$ cat src/rtl/rfg_pkg.sv
package rfg_pkg;
  typedef enum logic {
    LINK_ON  = 1'b0,
    LINK_CUT = 1'b1
  } link_state_e;
endpackage

$ cat src/rtl/rfg_evt_track.sv
module rfg_evt_track #(
  parameter int LONG_BT = 480,
  parameter int GOOD_BT = 480
) (
  input  logic clk_i,
  input  logic rst_ni,
  input  logic bit_tick_i,
  input  logic crs_start_i,
  input  logic crs_end_i,
  input  logic ssd_ok_i,
  output logic false_start_o,
  output logic long_false_o,
  output logic good_span_o
);
  localparam int SPAN_TOP = ((LONG_BT > GOOD_BT) ? LONG_BT : GOOD_BT) - 1;
  localparam int TMR_W    = $clog2(SPAN_TOP + 2);

  logic             in_evt_q;
  logic             false_q;
  logic [TMR_W-1:0] span_q;

  assign false_start_o = crs_start_i & ~ssd_ok_i;
  assign long_false_o  = in_evt_q & false_q & bit_tick_i & (span_q == TMR_W'(LONG_BT - 1));
  assign good_span_o   = in_evt_q & ~false_q & bit_tick_i & (span_q == TMR_W'(GOOD_BT - 1));

  always_ff @(posedge clk_i or negedge rst_ni) begin
    if (!rst_ni) begin
      in_evt_q <= 1'b0;
      false_q  <= 1'b0;
      span_q   <= '0;
    end else if (crs_start_i) begin
      in_evt_q <= 1'b1;
      false_q  <= ~ssd_ok_i;
      span_q   <= '0;
    end else if (crs_end_i) begin
      in_evt_q <= 1'b0;
      span_q   <= '0;
    end else if (in_evt_q && bit_tick_i && span_q != TMR_W'(SPAN_TOP)) begin
      span_q <= span_q + 1'b1;
    end
  end
endmodule

$ cat src/rtl/rfg_idle_win.sv
module rfg_idle_win #(
  parameter int IDLE_BT = 27500
) (
  input  logic clk_i,
  input  logic rst_ni,
  input  logic bit_tick_i,
  input  logic idle_i,
  output logic idle_hit_o
);
  localparam int IDLE_W = $clog2(IDLE_BT + 1);
  localparam logic [IDLE_W-1:0] IDLE_TOP = IDLE_W'(IDLE_BT - 1);

  logic [IDLE_W-1:0] run_q;

  assign idle_hit_o = idle_i & bit_tick_i & (run_q == IDLE_TOP);

  always_ff @(posedge clk_i or negedge rst_ni) begin
    if (!rst_ni)                                 run_q <= '0;
    else if (!idle_i)                            run_q <= '0;
    else if (bit_tick_i && run_q != IDLE_TOP)    run_q <= run_q + 1'b1;
  end
endmodule

$ cat src/rtl/rfg_fc_count.sv
module rfg_fc_count #(
  parameter int CNT_W    = 8,
  parameter bit SATURATE = 1'b1
) (
  input  logic             clk_i,
  input  logic             rst_ni,
  input  logic             inc_i,
  input  logic             clr_i,
  output logic [CNT_W-1:0] cnt_o
);
  localparam logic [CNT_W-1:0] CNT_MAX = '1;

  logic [CNT_W-1:0] cnt_q;
  logic [CNT_W-1:0] bump;

  generate
    if (SATURATE) begin : g_sat
      assign bump = (cnt_q == CNT_MAX) ? cnt_q : cnt_q + 1'b1;
    end else begin : g_wrap
      assign bump = cnt_q + 1'b1;
    end
  endgenerate

  always_ff @(posedge clk_i or negedge rst_ni) begin
    if (!rst_ni)    cnt_q <= '0;
    else if (clr_i) cnt_q <= inc_i ? CNT_W'(1) : '0;
    else if (inc_i) cnt_q <= bump;
  end

  assign cnt_o = cnt_q;
endmodule

$ cat src/rtl/rpt_fc_guard.sv
module rpt_fc_guard
  import rfg_pkg::*;
#(
  parameter int CNT_W   = 8,
  parameter int LONG_BT = 480,
  parameter int GOOD_BT = 480,
  parameter int IDLE_BT = 27500
) (
  input  logic             clk_i,
  input  logic             rst_ni,
  input  logic             bit_tick_i,
  input  logic             crs_start_i,
  input  logic             crs_end_i,
  input  logic             ssd_ok_i,
  input  logic             good_end_i,
  input  logic             idle_i,
  input  logic             rpt_mode_i,
  input  logic             mode_100_i,
  input  logic             disc_en_i,
  input  logic             cnt_rd_i,
  input  logic             rx_dv_i,
  output logic             rx_dv_o,
  output logic             isolate_o,
  output logic [CNT_W-1:0] fc_cnt_o,
  output logic             disc_sticky_o
);
  link_state_e st_q;
  logic        streak_q;
  logic        sticky_q;
  logic        false_start, long_false, good_span, idle_hit;
  logic        guard_on, cut, mend;

  rfg_evt_track #(.LONG_BT(LONG_BT), .GOOD_BT(GOOD_BT)) u_evt (
    .clk_i        (clk_i),
    .rst_ni       (rst_ni),
    .bit_tick_i   (bit_tick_i),
    .crs_start_i  (crs_start_i),
    .crs_end_i    (crs_end_i),
    .ssd_ok_i     (ssd_ok_i),
    .false_start_o(false_start),
    .long_false_o (long_false),
    .good_span_o  (good_span)
  );

  rfg_idle_win #(.IDLE_BT(IDLE_BT)) u_idle (
    .clk_i     (clk_i),
    .rst_ni    (rst_ni),
    .bit_tick_i(bit_tick_i),
    .idle_i    (idle_i),
    .idle_hit_o(idle_hit)
  );

  rfg_fc_count #(.CNT_W(CNT_W), .SATURATE(1'b1)) u_cnt (
    .clk_i (clk_i),
    .rst_ni(rst_ni),
    .inc_i (false_start & mode_100_i),
    .clr_i (cnt_rd_i),
    .cnt_o (fc_cnt_o)
  );

  assign guard_on = rpt_mode_i & disc_en_i;
  assign cut  = guard_on && (st_q == LINK_ON)  && ((false_start && streak_q) || long_false);
  assign mend = guard_on && (st_q == LINK_CUT) && (good_span || idle_hit);

  always_ff @(posedge clk_i or negedge rst_ni) begin
    if (!rst_ni) begin
      st_q     <= LINK_ON;
      streak_q <= 1'b0;
      sticky_q <= 1'b0;
    end else begin
      if (!guard_on) st_q <= LINK_ON;
      else if (cut)  st_q <= LINK_CUT;
      else if (mend) st_q <= LINK_ON;

      // streak remembers an unanswered false start
      if (!guard_on || cut || mend) streak_q <= 1'b0;
      else if (false_start)         streak_q <= 1'b1;
      else if (good_end_i)          streak_q <= 1'b0;

      if (cut)           sticky_q <= 1'b1;
      else if (cnt_rd_i) sticky_q <= 1'b0;
    end
  end

  assign isolate_o     = (st_q == LINK_CUT);
  assign rx_dv_o       = rx_dv_i & ~isolate_o;
  assign disc_sticky_o = sticky_q;
endmodule

$ cat config.mk
export PLATFORM = sky130hd
export DESIGN_NAME = rpt_fc_guard
export DESIGN_NICKNAME = d
export VERILOG_FILES = /design/src/rtl/rfg_pkg.sv /design/src/rtl/rfg_evt_track.sv /design/src/rtl/rfg_idle_win.sv /design/src/rtl/rfg_fc_count.sv /design/src/rtl/rpt_fc_guard.sv
export SDC_FILE = /design/constraint.sdc
export NUM_CORES = 1
export LEC_CHECK = 0
export BUFFER_PORTS_ARGS = -buffer_cell sky130_fd_sc_hd__clkbuf_2
export CAP_MARGIN = 30
export CORE_UTILIZATION = 25
export DETAILED_ROUTE_END_ITERATION = 10
export HOLD_SLACK_MARGIN = 0.12
export RECOVER_POWER = 50
export SLEW_MARGIN = 15
export SYNTH_ARGS = -nofsm -noshare
export SYNTH_HDL_FRONTEND = slang
export SYNTH_HIERARCHICAL = 1
export SYNTH_SLANG_ARGS = --single-unit
export TNS_END_PERCENT = 20
$ cat constraint.sdc
create_clock -name clk_i -period 1.8 [get_ports clk_i]
set_input_delay 0.27 -clock clk_i [delete_from_list [all_inputs] [get_ports clk_i]]
set_output_delay 0.27 -clock clk_i [all_outputs]
set_load 0.05 [all_outputs]
==> run summary, run 1 <==
status - finished clean
clk root buf - clkbuf_8
critical path peak fanout - 7
WP data required - 2.02 ns
switching pwr - 0.414 mW
pin count of the biggest net entering global routing - 38
CP endpoint kind - flip-flop
final worst setup slack - 0.182 ns
YS warnings - 6
reg2reg end - u_cnt/cnt_o[1]$_DFFE_PN0P_
adder-cell area share of the yosys netlist - 0.0179
max-slew violations - 0
Post-Syn Nets - 233
drt first pass iters - 4
top cell type's share of synthesized area - 0.442
largest family of logic cells by synthesized area - simple AND/OR/NAND/NOR gates
Synth area leaders - dfrtp_1 44%, nand2_1 3.8%, mux2i_1 3.3%
Rel. slew slack - 0.361
Post CTS Setup Buffer Count - 0
Seq cells post-synth - 37
Final HPWL DP - 3.08 mm
Iter 0 DRT Violations - 55
Final nets - 261
area grow syn2layout - 16.6%
Clock power frac - 0.425
clk sinks - 37
post-synthesis compound-gate area fraction - 0.106
routed length per placed instance - 12.5 um
async set-or-reset flop fraction in the synthesized netlist - 1.00
switching share of power - 0.241
Gate power share - 0.076
CTS Hold Bufs - 1
Worst-Margin Slew - 0.959 ns
clk_skew - 0.0163 ns
num ports - 24
CTS Buf Count - 5
P per Cell Area - 703 nW/um^2
leading area contributor after synthesis - dfrtp_1
Final Hold Fails - 0
Synth Area in Simple Gates - 0.307
leakage - 1.08 nW
Tightest Hold Check Type - in2reg
Syn Std Cell Area - 2100 sq um
worst setup path endpoint - u_cnt/cnt_o[1]$_DFFE_PN0P_
top_reg_cell synth - dfrtp_1
CTS resizes - 0
placed insts - 342
Worst Setup Start Kind - flip-flop
Initial Util - 0.257
Vias - 1659
Core ar. - 8180 sq um
first-pass GRT wire length - 7.58 mm
vias in the first global route - 1564
DRC viols - 0
Yosys cell types - 54
antenna cell count - 0
unrepaired setup endpoints after global routing - false
initial antenna violation count - 0
reg2reg start - u_cnt/cnt_o[1]$_DFFE_PN0P_
register area share after synthesis - 0.442
Max Cap Viol - 0
RePlAce Congestion - 0.798
Syn Area/Cell - 9.66 sq um
final wirelength - 4.39 mm
Final Setup Violations - 0
reg2reg setup slack - 0.18 ns
layout cells sized above 1 - 0.211
critical path arrival - 1.84 ns
non-filler instance count after layout - 351
global-route usage over all layers - 0.110
Final min period - 1.62 ns
final period utilization - 0.899
dpl ws - 0.157 ns
Die X - 93.6 um
number of routed nets with antenna violations - 0
total grt overflow - 0
# rows - 33
register clock-pin slew on the reported worst setup and hold paths - 0.09 ns
die height - 93.6 um
die area - 8760 sq um
max frequency - 618 MHz
most frequent cells in the layout - 37 x dfrtp_1, 23 x clkbuf_2, 21 x nand2_1
post-synthesis mux area share - 0.0388
Critical Path Start - u_cnt/cnt_o[1]$_DFFE_PN0P_
TritonCTS clock tree - built
cells on worst reg2reg path - 4
Internal - 1.30 mW
Pwr Total - 1.72 mW
Post-Synth XOR/XNOR Area - 0.0459
EDFF count, synth - 0
drt via density - 4.73
clock latency on the worst-skew pair - 0.29 ns
leading cell type in the layout, fill and taps excluded - dfrtp_1
Max Buffers Root-to-Sink - 2
sequential share of power - 0.498
Syn Inst Count - 217
htree depth - 2
Port-buffer cells - 23
critical path class - reg2reg
maximum VDD drop - 288 uV
hold_ws - 0.151 ns
TNS Setup - 0 ns
## power by group through the flow
| stage | clock, mW | combinational (mW) | sequential, mW |
|---|---|---|---|
| floorplan | 0 | 0.0576 | 0.885 |
| global placement | 0 | 0.131 | 0.873 |
| detailed placement | 0 | 0.133 | 0.873 |
| CTS | 0.759 | 0.135 | 0.857 |
| global route | 0.785 | 0.150 | 0.859 |
| finish | 0.731 | 0.131 | 0.857 |
## registers in the layout (all words and copies together) (netlist names)
register and cells:
streak_q 1, u_evt/in_evt_q 1, u_evt/false_q 1, u_cnt/cnt_o 8, isolate_o 1, disc_sticky_o 1, u_idle/run_q 15, u_evt/span_q 9
## cell families (layout without fill, tap and decap cells)
logic type,after synthesis,in the layout
buffers and inverters,17,46
DFF,37,37
adders and majority gates,3,3
and+or+nand+nor,110,110
muxes,8,8
AOI/OAI and AO/OA,31,31
xor gates and xnor gates,11,11
## final cells by class
class                           instances  area, sq um
Clock buffer                            6         72.6
Clock inverter                          2         38.8
Fill cell                             864         5730
Inverter                                8         30.0
Multi-Input combinational cell        163         1080
Sequential cell                        37          926
Tap cell                              105          131
Timing Repair Buffer                   30          166
## through the flow
stage	utilization	area, sq um
floorplan	-	2100
detailed placement	0.285	2330
global placement	0.285	2330
finish	0.299	2450
global route	0.299	2450
CTS	0.300	2450
## per-layer routing
layer / share of wire / routed length [um] / up-vias / track usage
li1: - / - / 822 / -
met1: 0.48 / 2130 / 787 / 0.147
met2: 0.45 / 1960 / 37 / 0.167
met3: 0.038 / 166 / 13 / 0.0195
met4: 0.031 / 138 / 0 / 0.0577
met5: 0 / 0 / - / 0
## cell usage after synthesis (all sizes together), types with 2 or more instances
cell type  number
nor2           13
a21o            2
and2           11
a211oi          3
o21ai           7
or3             5
inv             8
nand2b          7
nor2b           4
nor3b           2
a21oi           8
mux2i           7
nor3           10
xnor2           7
xor2            4
nor4            4
and4            4
ha              3
nand2          21
and3            4
nand4           7
buf             5
a21boi          2
clkbuf          3
dfrtp          37
nand3          12
a31oi           2
nor4b           2
## worst min-delay path by stage
stage / start / endpoint / slack, ns / cells past startpoint
floorplan: rst_ni / disc_sticky_o$_DFFE_PN0P_ / -0.03 / 0
global placement: rst_ni / u_idle/run_q[8]$_DFFE_PN0P_ / 0.36 / 2
detailed placement: rst_ni / u_idle/run_q[10]$_DFFE_PN0P_ / 0.37 / 2
CTS: ssd_ok_i / u_evt/false_q$_DFFE_PN0P_ / 0.14 / 2
global route: ssd_ok_i / u_evt/false_q$_DFFE_PN0P_ / 0.16 / 2
finish: ssd_ok_i / u_evt/false_q$_DFFE_PN0P_ / 0.15 / 2
## worst max-delay path, cell delays in order, from the launching register on
cell and delay [ns]:
dfrtp_1 0.45, ha_1 0.28, and4_1 0.31, a21oi_1 0.28, mux2i_1 0.22
Power figures use the tool's default switching activity.
==> run 2: changes to the inputs <==
--- a/config.mk
+++ b/config.mk
@@ -10,6 +10,7 @@
 export CORE_UTILIZATION = 25
 export DETAILED_ROUTE_END_ITERATION = 10
 export HOLD_SLACK_MARGIN = 0.12
+export PLACE_DENSITY_LB_ADDON = 0.15
 export RECOVER_POWER = 50
 export SLEW_MARGIN = 15
 export SYNTH_ARGS = -nofsm -noshare
==> run 2 against run 1 <==
Global-route usage is 0.90 points higher. First-iteration DRC count decreased by 18%. Final cell count rose by 1.4%. Critical path depth up 1. Clock power is 4.9% higher. Combinational power grew 4%. Clock skew fell by 0.0033 ns. Non-clock buffer count up 5. Utilization increased by 0.51 points. Sequential cell count is the same. Highest routed layer unchanged.
==> run summary, run 2 (synthesized netlist as in run 1, its figures left out) <==
leading cell type in the layout, fill and taps excluded - dfrtp_1
P per Cell Area - 707 nW/um^2 (+0.64%)
met3 Use GR - 0.0317 (+0.0122)
most frequent cells in the layout - 37 x dfrtp_1, 22 x clkbuf_2, 21 x nand2_1
critical path class - reg2reg
CTS Hold Bufs - 1 (unchanged)
# rows - 33 (unchanged)
final wirelength - 4.70 mm (+7.0%)
Core ar. - 8180 sq um (unchanged)
Rel. slew slack - 0.498 (+0.137)
max reg flops - 15 (unchanged)
num ports - 24 (unchanged)
Final Hold Fails - 0 (unchanged)
Port-buffer cells - 23 (unchanged)
Top reg by flops - u_idle/run_q
leakage - 1.11 nW (+2.4%)
max-slew violations - 0 (unchanged)
Final HPWL DP - 3.49 mm (+13%)
die area - 8760 sq um (unchanged)
CTS Buf Count - 5 (unchanged)
Initial Util - 0.257 (unchanged)
layout cells sized above 1 - 0.223 (+0.0117)
Iter 0 DRT Violations - 45 (-18%)
final period utilization - 0.889 (-0.00975)
critical path peak fanout - 5 (-2)
Worst-Margin Slew - 0.754 ns (-0.205 ns)
Vias - 1667 (+0.48%)
M2 GR Usage - 0.182 (+0.0147)
initial antenna violation count - 0 (unchanged)
CP max stage delay - 0.39 ns (-0.06 ns)
Post CTS Setup Buffer Count - 0 (unchanged)
Final nets - 266 (+1.9%)
critical path arrival - 1.81 ns (-0.03 ns)
switching pwr - 0.415 mW (+0.11%)
WP data required - 2.01 ns (about the same)
maximum VDD drop - 310 uV (+7.6%)
antenna cell count - 0 (unchanged)
TritonCTS clock tree - built
GR Util met1 - 0.161 (+0.0141)
sequential share of power - 0.486 (-0.012)
drt via density - 4.68 (-0.93%)
vias in the first global route - 1581 (+1.1%)
Crit-path slowest cell - dfrtp_1
Gate power share - 0.077 (about the same)
unrepaired setup endpoints after global routing - false
CTS resizes - 0 (unchanged)
Max Buffers Root-to-Sink - 2 (unchanged)
Clock power frac - 0.436 (+0.011)
number of routed nets with antenna violations - 0 (unchanged)
TNS Setup - 0 ns (unchanged)
Tightest Hold Check Type - in2reg
die height - 93.6 um (unchanged)
Buf/Inv on CP - 0 (unchanged)
status - finished clean
CP endpoint kind - flip-flop
clk root buf - clkbuf_8
DRC viols - 0 (unchanged)
final worst setup slack - 0.199 ns (+0.0175 ns)
total grt overflow - 0 (unchanged)
Final min period - 1.60 ns (-0.0175 ns)
Max Cap Viol - 0 (unchanged)
switching share of power - 0.236 (-0.00525)
Die X - 93.6 um (unchanged)
GR peak layer - met2
critical path's top delay family - simple AND/OR/NAND/NOR gates
Internal - 1.34 mW (+3.0%)
RePlAce Congestion - 0.743 (-6.9%)
clock latency on the worst-skew pair - 0.29 ns (about the same)
Worst Setup Start Kind - flip-flop
global-route usage over all layers - 0.119 (+0.00898)
first-pass GRT wire length - 7.85 mm (+3.6%)
worst-path cell chain - ha_1, and4_1, nand2_1, nor3_1, mux2i_1
max frequency - 625 MHz (+1.1%)
drt first pass iters - 4 (unchanged)
routed length per placed instance - 13.2 um (+5.5%)
clk_skew - 0.0131 ns (-0.00327 ns)
pin count of the biggest net entering global routing - 26 (-32%)
clk sinks - 37 (unchanged)
htree depth - 2 (unchanged)
dpl ws - 0.136 ns (-0.0207 ns)
Final Setup Violations - 0 (unchanged)
register clock-pin slew on the reported worst setup and hold paths - 0.09 ns (about the same)
area grow syn2layout - 18.6%
==> run 2: layout make-up <==
| type | count | area [sq um] |
|---|---|---|
| clock buffer | 7 | 86.3 |
| clock inverter | 1 | 30.0 |
| fill | 898 | 5690 |
| inverter | 8 | 30.0 |
| multi-input combinational | 163 | 1080 |
| sequential | 37 | 926 |
| tap | 105 | 131 |
| timing repair buffer | 35 | 203 |
==> run 2: worst paths after layout <==
check                      depth (start not counted)                         from  slack (ns)                           end
min                                                2                     ssd_ok_i        0.16     u_evt/false_q$_DFFE_PN0P_
max in group asynchronous                          3                       rst_ni        0.34   u_evt/span_q[4]$_DFFE_PN0P_
max reg2reg                                        5  u_idle/run_q[0]$_DFFE_PN0P_        0.20  u_idle/run_q[14]$_DFFE_PN0P_
min in group asynchronous                          2                       rst_ni        0.56   u_idle/run_q[6]$_DFFE_PN0P_
min reg2reg                                        1    disc_sticky_o$_DFFE_PN0P_        0.53     disc_sticky_o$_DFFE_PN0P_
max                                                5  u_idle/run_q[0]$_DFFE_PN0P_        0.20  u_idle/run_q[14]$_DFFE_PN0P_
==> run 2: per-stage QoR <==
step	instance area, sq um	hold WS (ns)	std cells	total power [mW]	utilization
floorplan	2100	-0.0256	217	0.942	-
global placement	2380	0.217	347	1.02	0.291
detailed placement	2380	0.216	347	1.02	0.291
CTS	2500	0.158	356	1.80	0.306
global route	2490	0.154	356	1.85	0.304
finish	2490	0.163	356	1.76	0.304
==> run 2: routing by layer <==
metal / vias to the layer above / wire length (um)
li1: 844 / -
met1: 791 / 2420
met2: 26 / 2060
met3: 6 / 154
met4: 0 / 60
met5: - / 0
==> run 2: power groups by stage <==
stage / Clock [mW] / Sequential [mW] / Combinational [mW]
6_report: 0.767 / 0.856 / 0.136
5_1_grt: 0.839 / 0.858 / 0.154
4_1_cts: 0.801 / 0.856 / 0.145
3_5_place_dp: 0 / 0.872 / 0.143
3_3_place_gp: 0 / 0.873 / 0.143
2_1_floorplan: 0 / 0.885 / 0.0576
